### config.mk
export PLATFORM = sky130hd
export DESIGN_NAME = cfg_spi_port
export DESIGN_NICKNAME = d
export VERILOG_FILES = /design/src/rtl/cfg_spi_pkg.sv /design/src/rtl/cfg_spi_sync.sv /design/src/rtl/cfg_spi_fsm.sv /design/src/rtl/cfg_spi_stage.sv /design/src/rtl/cfg_spi_port.sv
export SDC_FILE = /design/constraint.sdc
export NUM_CORES = 1
export LEC_CHECK = 0
export BUFFER_PORTS_ARGS = -buffer_cell sky130_fd_sc_hd__buf_2
export CORE_MARGIN = 8
export CORE_UTILIZATION = 40
export CTS_BUF_LIST = sky130_fd_sc_hd__clkbuf_8
export DETAILED_ROUTE_END_ITERATION = 7
export SYNTH_ARGS = -nofsm -noshare
export SYNTH_HDL_FRONTEND = slang
export SYNTH_SLANG_ARGS = --single-unit
### constraint.sdc
create_clock -name clk -period 3.4 [get_ports clk]
set_input_delay 0.68 -clock clk [delete_from_list [all_inputs] [get_ports clk]]
set_output_delay 0.68 -clock clk [all_outputs]
set_load 0.01 [all_outputs]
### src/rtl/cfg_spi_pkg.sv
package cfg_spi_pkg;
    localparam int BYTE_W = 8;
    localparam int REG_AW = 5;
    localparam int STAGE_DEPTH = 8;

    typedef enum logic [1:0] {
        ST_IDLE,
        ST_ADDR,
        ST_VALUE
    } spi_state_e;
endpackage

### src/rtl/cfg_spi_sync.sv
module cfg_spi_sync #(
    parameter int W = 3,
    parameter logic [W-1:0] RST_VAL = '0
) (
    input  logic         clk,
    input  logic         rst_n,
    input  logic [W-1:0] d,
    output logic [W-1:0] q
);
    logic [W-1:0] meta;

    for (genvar g = 0; g < W; g++) begin : g_bit
        always_ff @(posedge clk or negedge rst_n) begin
            if (!rst_n) begin
                meta[g] <= RST_VAL[g];
                q[g]    <= RST_VAL[g];
            end else begin
                meta[g] <= d[g];
                q[g]    <= meta[g];
            end
        end
    end
endmodule

### src/rtl/cfg_spi_fsm.sv
module cfg_spi_fsm
    import cfg_spi_pkg::*;
#(
    parameter int DW = BYTE_W,
    parameter int AW = REG_AW
) (
    input  logic          clk,
    input  logic          rst_n,
    input  logic          cs_act,
    input  logic          sck_rise,
    input  logic          sck_fall,
    input  logic          mosi,
    input  logic [DW-1:0] rd_data,
    output logic [AW-1:0] rd_addr,
    output logic          miso,
    output logic          miso_oe,
    output logic          pair_valid,
    output logic [AW-1:0] pair_addr,
    output logic [DW-1:0] pair_data
);
    localparam int CW = $clog2(DW);
    localparam logic [CW-1:0] LAST_BIT = CW'(DW - 1);

    spi_state_e    state, state_nx;
    logic [CW-1:0] bitcnt;
    logic [DW-1:0] in_sr, out_sr;
    logic [DW-1:0] byte_now;
    logic          wr_q;
    logic          byte_done;

    assign byte_now  = {in_sr[DW-2:0], mosi};
    assign byte_done = sck_rise && (bitcnt == LAST_BIT);

    always_comb begin
        state_nx = state;
        unique case (state)
            ST_IDLE:  if (cs_act) state_nx = ST_ADDR;
            ST_ADDR:  if (!cs_act) state_nx = ST_IDLE;
                      else if (byte_done) state_nx = ST_VALUE;
            ST_VALUE: if (!cs_act) state_nx = ST_IDLE;
                      else if (byte_done) state_nx = ST_ADDR;
            default:  state_nx = ST_IDLE;
        endcase
    end

    always_ff @(posedge clk or negedge rst_n) begin
        if (!rst_n) state <= ST_IDLE;
        else        state <= state_nx;
    end

    always_ff @(posedge clk or negedge rst_n) begin
        if (!rst_n) begin
            bitcnt     <= '0;
            in_sr      <= '0;
            out_sr     <= '0;
            miso       <= 1'b0;
            wr_q       <= 1'b0;
            rd_addr    <= '0;
            pair_valid <= 1'b0;
            pair_data  <= '0;
        end else begin
            pair_valid <= 1'b0;
            if (!cs_act || state == ST_IDLE) begin
                bitcnt <= '0;
            end else begin
                if (sck_rise) begin
                    in_sr  <= byte_now;
                    bitcnt <= bitcnt + 1'b1;
                    if (byte_done && state == ST_ADDR) begin
                        rd_addr <= byte_now[AW-1:0];
                        wr_q    <= ~byte_now[DW-1];
                    end
                    if (byte_done && state == ST_VALUE) begin
                        pair_valid <= wr_q;
                        pair_data  <= byte_now;
                    end
                end
                if (sck_fall && state == ST_VALUE) begin
                    if (bitcnt == '0) begin
                        miso   <= rd_data[DW-1];
                        out_sr <= {rd_data[DW-2:0], 1'b0};
                    end else begin
                        miso   <= out_sr[DW-1];
                        out_sr <= {out_sr[DW-2:0], 1'b0};
                    end
                end
            end
        end
    end

    assign miso_oe   = (state == ST_VALUE);
    assign pair_addr = rd_addr;

    AST_NO_OE_AFTER_DESELECT: assert property (@(posedge clk) disable iff (!rst_n)
        !cs_act |=> !miso_oe);
    AST_PAIR_FROM_VALUE: assert property (@(posedge clk) disable iff (!rst_n)
        pair_valid |-> $past(state == ST_VALUE));
    AST_MISO_ON_FALL: assert property (@(posedge clk) disable iff (!rst_n)
        !sck_fall |=> $stable(miso));
    AST_PARTIAL_DROPPED: assert property (@(posedge clk) disable iff (!rst_n)
        state == ST_IDLE |-> bitcnt == '0);
endmodule

### src/rtl/cfg_spi_stage.sv
module cfg_spi_stage
    import cfg_spi_pkg::*;
#(
    parameter int DW = BYTE_W,
    parameter int AW = REG_AW,
    parameter int DEPTH = STAGE_DEPTH
) (
    input  logic                clk,
    input  logic                rst_n,
    input  logic                pair_valid,
    input  logic [AW-1:0]       pair_addr,
    input  logic [DW-1:0]       pair_data,
    input  logic                end_burst,
    output logic                commit_stb,
    output logic [DEPTH-1:0]    commit_mask,
    output logic [DEPTH*AW-1:0] commit_addr,
    output logic [DEPTH*DW-1:0] commit_data
);
    localparam int PW = (DEPTH > 1) ? $clog2(DEPTH) : 1;
    localparam logic [PW-1:0] LAST_SLOT = PW'(DEPTH - 1);

    logic [DEPTH-1:0] valid;
    logic [AW-1:0]    addr_r [DEPTH];
    logic [DW-1:0]    data_r [DEPTH];
    logic [PW-1:0]    wp;
    logic [DEPTH-1:0] hit;
    logic [PW-1:0]    hit_idx;

    always_comb begin
        hit     = '0;
        hit_idx = '0;
        for (int i = 0; i < DEPTH; i++) begin
            hit[i] = valid[i] && (addr_r[i] == pair_addr);
            if (hit[i]) hit_idx = PW'(i);
        end
    end

    always_ff @(posedge clk or negedge rst_n) begin
        if (!rst_n) begin
            valid      <= '0;
            wp         <= '0;
            commit_stb <= 1'b0;
            for (int i = 0; i < DEPTH; i++) begin
                addr_r[i] <= '0;
                data_r[i] <= '0;
            end
        end else begin
            commit_stb <= end_burst && (|valid);
            if (commit_stb) begin
                valid <= '0;
                wp    <= '0;
            end else if (pair_valid) begin
                if (|hit) begin
                    data_r[hit_idx] <= pair_data;
                end else begin
                    valid[wp]  <= 1'b1;
                    addr_r[wp] <= pair_addr;
                    data_r[wp] <= pair_data;
                    wp         <= (wp == LAST_SLOT) ? '0 : wp + 1'b1;
                end
            end
        end
    end

    for (genvar g = 0; g < DEPTH; g++) begin : g_out
        assign commit_addr[g*AW +: AW] = addr_r[g];
        assign commit_data[g*DW +: DW] = data_r[g];
    end
    assign commit_mask = commit_stb ? valid : '0;

    AST_COMMIT_AFTER_DESELECT: assert property (@(posedge clk) disable iff (!rst_n)
        commit_stb |-> $past(end_burst));
    AST_EMPTY_AFTER_COMMIT: assert property (@(posedge clk) disable iff (!rst_n)
        commit_stb |=> valid == '0);
    AST_NO_DUP_ADDR: assert property (@(posedge clk) disable iff (!rst_n)
        $onehot0(hit));
endmodule

### src/rtl/cfg_spi_port.sv
module cfg_spi_port
    import cfg_spi_pkg::*;
#(
    parameter int DW = BYTE_W,
    parameter int AW = REG_AW,
    parameter int DEPTH = STAGE_DEPTH
) (
    input  logic                clk,
    input  logic                rst_n,
    input  logic                spi_sck,
    input  logic                spi_mosi,
    input  logic                spi_csn,
    output logic                spi_miso,
    output logic                spi_miso_oe,
    output logic [AW-1:0]       rd_addr,
    input  logic [DW-1:0]       rd_data,
    output logic                commit_stb,
    output logic [DEPTH-1:0]    commit_mask,
    output logic [DEPTH*AW-1:0] commit_addr,
    output logic [DEPTH*DW-1:0] commit_data
);
    logic [2:0]    sync_q;
    logic          csn_s, sck_s, mosi_s;
    logic          csn_q, sck_q;
    logic          pair_valid;
    logic [AW-1:0] pair_addr;
    logic [DW-1:0] pair_data;

    cfg_spi_sync #(.W(3), .RST_VAL(3'b100)) u_sync (
        .clk(clk), .rst_n(rst_n),
        .d({spi_csn, spi_sck, spi_mosi}), .q(sync_q)
    );
    assign {csn_s, sck_s, mosi_s} = sync_q;

    always_ff @(posedge clk or negedge rst_n) begin
        if (!rst_n) begin
            csn_q <= 1'b1;
            sck_q <= 1'b0;
        end else begin
            csn_q <= csn_s;
            sck_q <= sck_s;
        end
    end

    cfg_spi_fsm #(.DW(DW), .AW(AW)) u_fsm (
        .clk(clk), .rst_n(rst_n),
        .cs_act(~csn_s),
        .sck_rise(sck_s & ~sck_q),
        .sck_fall(~sck_s & sck_q),
        .mosi(mosi_s),
        .rd_data(rd_data), .rd_addr(rd_addr),
        .miso(spi_miso), .miso_oe(spi_miso_oe),
        .pair_valid(pair_valid), .pair_addr(pair_addr), .pair_data(pair_data)
    );

    cfg_spi_stage #(.DW(DW), .AW(AW), .DEPTH(DEPTH)) u_stage (
        .clk(clk), .rst_n(rst_n),
        .pair_valid(pair_valid), .pair_addr(pair_addr), .pair_data(pair_data),
        .end_burst(csn_s & ~csn_q),
        .commit_stb(commit_stb), .commit_mask(commit_mask),
        .commit_addr(commit_addr), .commit_data(commit_data)
    );

    AST_RESET_QUIET: assert property (@(posedge clk) disable iff (!rst_n)
        $rose(rst_n) |-> !commit_stb && !spi_miso_oe);
endmodule

==> results of run 1 <==
## synth_stat cells (3+ instances only)
library cell and instances:
o21ai_0 15, a21oi_2 6, nor2b_1 8, mux2_4 4, dfrtp_1 156, dfstp_2 3, xor2_1 21, inv_1 10
buf_6 3, nand2_1 23, ha_1 5, nand3_1 13, buf_4 9, nor2_1 21, mux2_2 120, or3_1 4
mux2i_1 8, clkbuf_1 7, xnor2_1 20, and2_1 4, a21oi_1 8, nand4_1 8, and3_1 4, nor4_1 6
## sequential cells by signal (all words and copies together) (netlist names)
signal               count
u_stage.commit_data     64
u_stage.commit_addr     40
u_fsm.pair_data          8
u_stage.valid            8
u_fsm.in_sr              7
u_fsm.out_sr             7
u_fsm.pair_addr          5
u_fsm.bitcnt             3
u_stage.wp               3
u_sync.meta              3
u_sync.q                 3
u_fsm.state              2
csn_q                    1
sck_q                    1
u_fsm.miso               1
u_fsm.pair_valid         1
u_fsm.wr_q               1
u_stage.commit_stb       1
## logic make-up (layout without fill, tap and decap cells)
logic type / after synthesis / after routing
adder cells (fa/ha/maj): 5 / 5
AO/OA/AOI/OAI: 40 / 40
multiplexers: 132 / 132
buffers and inverters: 33 / 185
flip-flops: 159 / 159
XOR/XNOR: 41 / 41
AND/OR/NAND/NOR: 108 / 108
## power by group
part / total, W / internal [W] / switching [W] / leakage [nW]
Clock: 0.00154 / 0.000852 / 0.000684 / 0.233
Combinational: 0.0000846 / 0.0000341 / 0.0000505 / 2.15
Sequential: 0.00195 / 0.00192 / 0.0000299 / 2.15
Total: 0.00357 / 0.00281 / 0.000765 / 4.53
## path summary, 6_finish.rpt
path / to / cells after the start
setup / recovery: u_stage.commit_data[24]$_DFFE_PN0P_ / 8
hold / removal: u_fsm.out_sr[5]$_DFFE_PN0P_ / 1
setup reg to reg: u_stage.commit_data[24]$_DFFE_PN0P_ / 8
hold reg to reg: u_sync.q[1]$_DFF_PN0_ / 0
max in group asynchronous: csn_q$_DFF_PN1_ / 2
min in group clk: u_sync.meta[2]$_DFF_PN1_ / 1
## metrics by stage
stage	cell area, µm²	util (%)	total power (W)	setup slack [ns]
final	8270	48.3	0.00357	0.275
after global routing	8270	48.3	0.00371	0.0896
after CTS	8270	48.3	0.00362	0.254
after detailed placement	7830	45.8	0.00208	0.265
after global placement	7830	45.8	0.00207	0.363
after floorplan	6940	-	0.00201	0.814
## metal layers
layer | vias up | wire, µm
met5 | - | 0
met4 | 0 | 267
met3 | 24 | 773
met2 | 85 | 8710
met1 | 2295 | 6760
li1 | 2095 | -
## cell type report
cell class | count | area [µm²]
fill | 1561 | 8840
clock buffer | 20 | 275
inverter | 11 | 41.3
multi-input combinational | 326 | 2770
clock inverter | 12 | 166
tap | 225 | 282
timing repair buffer | 142 | 754
sequential | 159 | 3980
## critical path, stage by stage (launching register included)
cell	delay, ns
dfrtp_1	0.71
buf_4	0.26
xnor2_1	0.14
nand4_1	0.15
a311oi_1	0.32
a211oi_1	0.14
or4b_1	0.59
a21oi_4	0.31
mux2_2	0.39
==> results.toml, run 1 <==
[outcome]
status = "finished, final reports clean"

[drt]
wl_per_cell_um = 18.4
vias = 4499
drtIter0Drc = 180
ant_nets = 0
dr.pass1.iters = 4
vias_per_cell = 5.03
drc = 0
postRouteWirelength_um = 16500

[sta]
drv_slew = 0
finalSetupViolations = 0
post-route-period-util_pct = 91.9
max_slew_margin_pct = 45.3
hold_viol_final = 0
rsz0062_at_grt = "false"
tns_ns = 0
worst_hold_slack_ns = 0.251
fin_crit_ns = 3.12
worstMarginPinSlew_ns = 0.819
clock.fmax_mhz = 320
fin_skew_ns = 0.00954

[synth]
synth_area_per_cell_um2 = 13.4
synth_enable_flop_cells = 0
synthXorXnorAreaFrac_pct = 5.18
synth_simple_gate_area_share_pct = 8.66
yosysTopAreaCell = "dfrtp_1"
yosysSeqAreaShare_pct = 57.4
ys_async_sr_fraction_pct = 100
synth_compound_area_share_pct = 3.73
yosysTopAreaCellShare_pct = 56.3
ys_types = 49
synth.area.top_cells = "dfrtp_1 56%, mux2_2 19%, xor2_1 2.7%"
synth_nets = 536
synth_top_family_by_area = "multiplexers"
synth_area_um2 = 6940
synthMuxAreaShare_pct = 21.5
synthFlopType = "dfrtp_1"
synthAdderAreaFrac_pct = 0.902
ys_warn_count = 0
synth_cells = 518
ys_ff_latch = 159

[setup_path]
rr_startpoint = "u_fsm.pair_addr[2]$_DFFE_PN0P_"
startpoint_type = "flop"
rrSetupSlack_ns = 0.28
critPathKind = "flop to flop"
worstPathRequired_ns = 3.74
end_kind = "flop"
arrival_ns = 3.46
critPathLaunch = "u_fsm.pair_addr[2]$_DFFE_PN0P_"
path_max_fanout = 12

[clocking]
htreeDepth = 4
cts_tree = "yes"
ctsRootBufferMaster = "clkbuf_8"
post-cts-setup-buffer-count = 0
insertion_delay_ns = 0.45
cts.sinks = 159
cts_made_buffers = 17
clockBufferDepth = 2
postCtsHoldBufs = 0
post_cts_resized = 0
path_clk_slew_ns = 0.08

[placement]
place_congestion = 0.833
portBuffers = 132
post-place-cells = 863
dp.final_hpwl_um = 12300

[finish]
drive_above_1_share_pct = 47.0
final_nets = 675
final_cell_count_no_fill = 895
areaGrowthSynthToFinish_pct = 19.3
final_common_cell = "dfrtp_1"
diodes = 0
layout_common_cells = "156 x dfrtp_1, 131 x buf_2, 120 x mux2_2"

[run]
max-cap-violations = 0

[floorplanning]
die-area_um2 = 21800
die_h_um = 148
die_w_um = 148
num_rows = 48
start_util_pct = 40.5
core_area_um2 = 17100
num_io_pins = 133

[global_routing]
grt_max_degree = 79
grt_usage_pct = 15.9
grt_pass1_wl_um = 27200
use_met2_pct = 27.8
grt_util_met3_pct = 4.52
grt.busiest_layer = "met2"
grt_use_met1_pct = 18.3
antenna_found_initial = 0
global_route.overflow_total = 0
grt_pass1_vias = 4915

[power]
power.density_nw_per_um2 = 431
power_leakage_nw = 4.53
peakVddDrop_mv = 0.225

[min_path]
hp-class = "primary input to asynchronous set/reset pin"
(Power assumes the default switching activity.)
==> inputs of run 2 (changes only) <==
- REMOVE_ABC_BUFFERS: default -> 1
==> results.toml, run 2 (synthesized netlist as in run 1, its figures left out) <==
[sta]
post-route-period-util_pct = 91.8
worstMarginPinSlew_ns = 1.05
max_slew_margin_pct = 29.8
fin_crit_ns = 3.12
hold_viol_final = 0
tns_ns = 0
rsz0062_at_grt = "false"
drv_slew = 0
worst_hold_slack_ns = 0.331
clock.fmax_mhz = 320
fin_skew_ns = 0.00954
finalSetupViolations = 0
fin_ws_ns = 0.278

[run]
max-cap-violations = 0

[clocking]
htreeDepth = 4
insertion_delay_ns = 0.44
clockBufferDepth = 2
ctsRootBufferMaster = "clkbuf_8"
cts.sinks = 159
post-cts-setup-buffer-count = 0
path_clk_slew_ns = 0.08
cts_tree = "yes"
postCtsHoldBufs = 0
cts_made_buffers = 17

[drt]
vias_per_cell = 5.04
vias = 4498
dr.pass1.iters = 4
wl_per_cell_um = 18.4
drc = 0
postRouteWirelength_um = 16500
ant_nets = 0
drtIter0Drc = 241

[placement]
portBuffers = 132
dp.final_hpwl_um = 12000
place_worst_setup_slack_ns = 0.230
placed_area_um2 = 7820
place_congestion = 0.782

[setup_path]
worstPathRequired_ns = 3.73
cp_slowest_cell = "dfrtp_1"
crit_path_max_incr_delay_ns = 0.82
crit_chain = "buf_4 -> xor2_1 -> nor4_1 -> and3_2 -> a211oi_1 -> or4b_1 -> a21oi_4 -> mux2_2"
arrival_ns = 3.45
critPathKind = "flop to flop"
end_kind = "flop"
critical_path.top_delay_family = "simple AND/OR/NAND/NOR gates"
path_max_fanout = 17
path_buf_inv = 1
startpoint_type = "flop"

[finish]
final_common_cell = "dfrtp_1"
largest_reg_flops = 64
areaGrowthSynthToFinish_pct = 18.6
fin_area_um2 = 8230
seq_area_um2 = 3980
final_nets = 673
multiInputGateArea_um2 = 2770
drive_above_1_share_pct = 47.0
diodes = 0
fillers = 1532
layout_common_cells = "155 x dfrtp_1, 131 x buf_2, 120 x mux2_2"

[global_routing]
global_route.overflow_total = 0
grt.busiest_layer = "met2"
grt_use_met1_pct = 18.7
grt_max_degree = 113
use_met2_pct = 26.6
grt_util_met3_pct = 4.13
grt_usage_pct = 15.6
grt_pass1_vias = 4718
grt_pass1_wl_um = 26700
antenna_found_initial = 0

[min_path]
hp-class = "primary input to flop"

[power]
peakVddDrop_mv = 0.207
power.density_nw_per_um2 = 421
power_leakage_nw = 4.51

[floorplanning]
die-area_um2 = 21800
die_h_um = 148
num_rows = 48
start_util_pct = 40.5
die_w_um = 148
num_io_pins = 133
core_area_um2 = 17100

[outcome]
status = "finished, final reports clean"
==> run 2: changes by cell type in the layout (fill, tap and decap cells not counted), sizes merged <==
cell	before	now
clkinv	4	8
buf	142	140
bufinv	4	3
clkbuf	20	19
clkinvlp	1	0
inv	14	13
==> run 2: final timing paths <==
path / endpoint / depth (start not counted) / slack, ns / from
max in group asynchronous: u_stage.commit_data[13]$_DFFE_PN0P_ / 2 / 2.22 / rst_n
min in group asynchronous: u_fsm.out_sr[6]$_DFFE_PN0P_ / 1 / 0.34 / rst_n
max reg2reg: u_stage.commit_data[26]$_DFFE_PN0P_ / 8 / 0.28 / u_fsm.pair_addr[4]$_DFFE_PN0P_
max: u_stage.commit_data[26]$_DFFE_PN0P_ / 8 / 0.28 / u_fsm.pair_addr[4]$_DFFE_PN0P_
min: u_sync.meta[2]$_DFF_PN1_ / 1 / 0.33 / spi_csn
min reg2reg: u_sync.q[0]$_DFF_PN0_ / 0 / 0.36 / u_sync.meta[0]$_DFF_PN0_
==> run 2: routing by layer <==
metal | vias to the layer above | wire, µm | part of all wire (%)
met3 | 19 | 700 | 4.3
met1 | 2312 | 7030 | 43
met4 | 0 | 221 | 1.3
met2 | 80 | 8510 | 52
met5 | - | 0 | 0
li1 | 2087 | - | -
==> run 2: per-stage QoR <==
| step | total power, W | instances | util (%) |
|---|---|---|---|
| after floorplan | 0.00201 | 496 | - |
| after global placement | 0.00207 | 861 | 45.7 |
| after detailed placement | 0.00207 | 861 | 45.7 |
| after CTS | 0.00351 | 893 | 48.1 |
| after global routing | 0.00359 | 893 | 48.1 |
| final | 0.00346 | 893 | 48.1 |
==> run 2: where the power goes <==
| group | switching, W | leakage (nW) | internal, W | total [W] |
|---|---|---|---|---|
| clock | 0.000678 | 0.223 | 0.000755 | 0.00143 |
| combinational | 0.0000501 | 2.14 | 0.0000326 | 0.0000827 |
| sequential | 0.0000271 | 2.15 | 0.00192 | 0.00195 |
| total | 0.000755 | 4.51 | 0.00271 | 0.00346 |
==> run 2: timing repair <==
item	CTS	global route
setup endpoints to repair	0	7
gates resized for setup	0	1
hold endpoints to repair	0	0
==> run 2: layout make-up <==
| cell class | instances | share of cell area, % |
|---|---|---|
| Sequential cell | 159 | 48.4 |
| Multi-Input combinational cell | 326 | 33.7 |
| Timing Repair Buffer | 140 | 8.99 |
| Tap cell | 225 | 3.42 |
| Clock buffer | 19 | 3.18 |
| Clock inverter | 13 | 1.79 |
| Inverter | 11 | 0.502 |
==> inputs of run 3 (changes only) <==
- RECOVER_POWER: default -> 50
- SLEW_MARGIN: default -> 20
- clock period: 3.4 -> 3.7 ns (I/O delays scaled with it)
==> results.toml, run 3 (synthesized netlist as in run 1, its figures left out) <==
[outcome]
status = "finished, violations left"
violations = "max-capacitance violations, max-slew violations"

[setup_path]
critPathKind = "flop to flop"
path_max_fanout = 13
startpoint_type = "flop"
worstPathRequired_ns = 4.03
rrSetupSlack_ns = 0.41
end_kind = "flop"
arrival_ns = 3.61
rr_startpoint = "u_fsm.pair_addr[2]$_DFFE_PN0P_"
critPathLaunch = "u_fsm.pair_addr[2]$_DFFE_PN0P_"

[drt]
drtIter0Drc = 133
vias = 4557
postRouteWirelength_um = 16900
ant_nets = 0
vias_per_cell = 5.10
dr.pass1.iters = 4
wl_per_cell_um = 18.9
drc = 0

[power]
finalPower_w = 0.00312
p_comb_share_pct = 2.4
power_leakage_nw = 4.29
switching_share_pct = 21.9
p_int_w = 0.00243
peakVddDrop_mv = 0.213
clkPwrFrac_pct = 40.2
power_frac_seq_pct = 57.4
power.density_nw_per_um2 = 383
p_switching_w = 0.000682

[finish]
final_nets = 675
layout_common_cells = "156 x dfrtp_1, 120 x mux2_2, 85 x buf_2"
final_cell_count_no_fill = 894
final_common_cell = "dfrtp_1"
areaGrowthSynthToFinish_pct = 17.4
largest_reg_flops = 64
drive_above_1_share_pct = 40.2
fillers = 1567
diodes = 0
fin_area_um2 = 8140

[sta]
fin_skew_ns = 0.00986
max_slew_margin_pct = -59.2
fin_crit_ns = 3.29
tns_ns = 0
clock.fmax_mhz = 304
finalSetupViolations = 0
drv_slew = 99
rsz0062_at_grt = "false"
hold_viol_final = 0
worstMarginPinSlew_ns = 2.39
post-route-period-util_pct = 88.8
worst_hold_slack_ns = 0.359

[floorplanning]
start_util_pct = 40.5
num_io_pins = 133
num_rows = 48
die_w_um = 148
die-area_um2 = 21800
core_area_um2 = 17100
die_h_um = 148

[clocking]
clockBufferDepth = 2
path_clk_slew_ns = 0.08
post-cts-setup-buffer-count = 0
post_cts_resized = 0
htreeDepth = 4
cts_made_buffers = 17
insertion_delay_ns = 0.45
ctsRootBufferMaster = "clkbuf_8"
cts_tree = "yes"
cts.sinks = 159
postCtsHoldBufs = 0

[placement]
post-place-cells = 863
dp.final_hpwl_um = 12500
portBuffers = 132
placed_area_um2 = 7820
place_congestion = 0.806

[global_routing]
global_route.overflow_total = 0
grt_max_degree = 99
grt_pass1_wl_um = 27200
grt_pass1_vias = 4942
grt_usage_pct = 16.0
antenna_found_initial = 0

[min_path]
min_from = "u_sync.meta[0]$_DFF_PN0_"
hp-class = "flop to flop"

[run]
max-cap-violations = 1
[run 3: changes by cell type in the layout (fill, tap and decap cells not counted), sizes merged]
cell	before	now
bufinv	3	2
inv	13	11
clkinvlp	0	2
buf	140	92
clkinv	8	7
clkbuf	19	70
[run 3: power by group through the flow]
stage / combinational (W) / sequential, W / clock (W)
final: 0.0000737 / 0.00179 / 0.00125
after floorplan: 0.0000306 / 0.00181 / 0
after global routing: 0.0000865 / 0.00179 / 0.00136
after CTS: 0.0000788 / 0.00179 / 0.00130
after global placement: 0.0000757 / 0.00182 / 0
after detailed placement: 0.0000784 / 0.00182 / 0
[run 3: worst paths after layout]
kind,endpoint,cells after the start
worst max-delay path,u_stage.commit_addr[36]$_DFFE_PN0P_,8
worst min-delay path,u_sync.q[0]$_DFF_PN0_,0
worst max register to register,u_stage.commit_addr[36]$_DFFE_PN0P_,8
worst min register to register,u_sync.q[0]$_DFF_PN0_,0
max in group asynchronous,u_fsm.in_sr[1]$_DFFE_PN0P_,2
min in group asynchronous,u_stage.commit_addr[30]$_DFFE_PN0P_,1
[run 3: metrics by stage]
stage | util (%) | worst slack, ns
2_1_floorplan | - | 0.651
3_3_place_gp | 45.7 | 0.499
3_5_place_dp | 45.7 | 0.423
4_1_cts | 48.0 | 0.421
5_1_grt | 47.6 | 0.186
6_report | 47.6 | 0.414
[run 3: worst max-delay path: stages (launching register included)]
cell and delay [ns]:
dfrtp_1 0.76, xor2_1 0.20, nor4_1 0.07, and3_1 0.19
nor4_2 0.65, buf_4 0.26, and2_1 0.28, nand4_1 0.36
mux2_2 0.40
[run 3: per-layer routing]
layer | GRT usage [%] | share of wire (%) | vias to the layer above
met1 | 18.5 | 41 | 2336
li1 | - | - | 2090
met2 | 28.1 | 52 | 111
met3 | 4.34 | 5.4 | 20
met5 | 0 | 0 | -
met4 | 5.35 | 1.7 | 0
[run 3: area by class of cell]
| type | instances | area [µm²] | share of cell area [%] |
|---|---|---|---|
| clock inverter | 11 | 116 | 1.43 |
| inverter | 11 | 41.3 | 0.507 |
| timing repair buffer | 142 | 669 | 8.22 |
| multi-input combinational | 326 | 2780 | 34.1 |
| sequential | 159 | 3980 | 48.9 |
| tap | 225 | 282 | 3.46 |
| clock buffer | 20 | 275 | 3.38 |
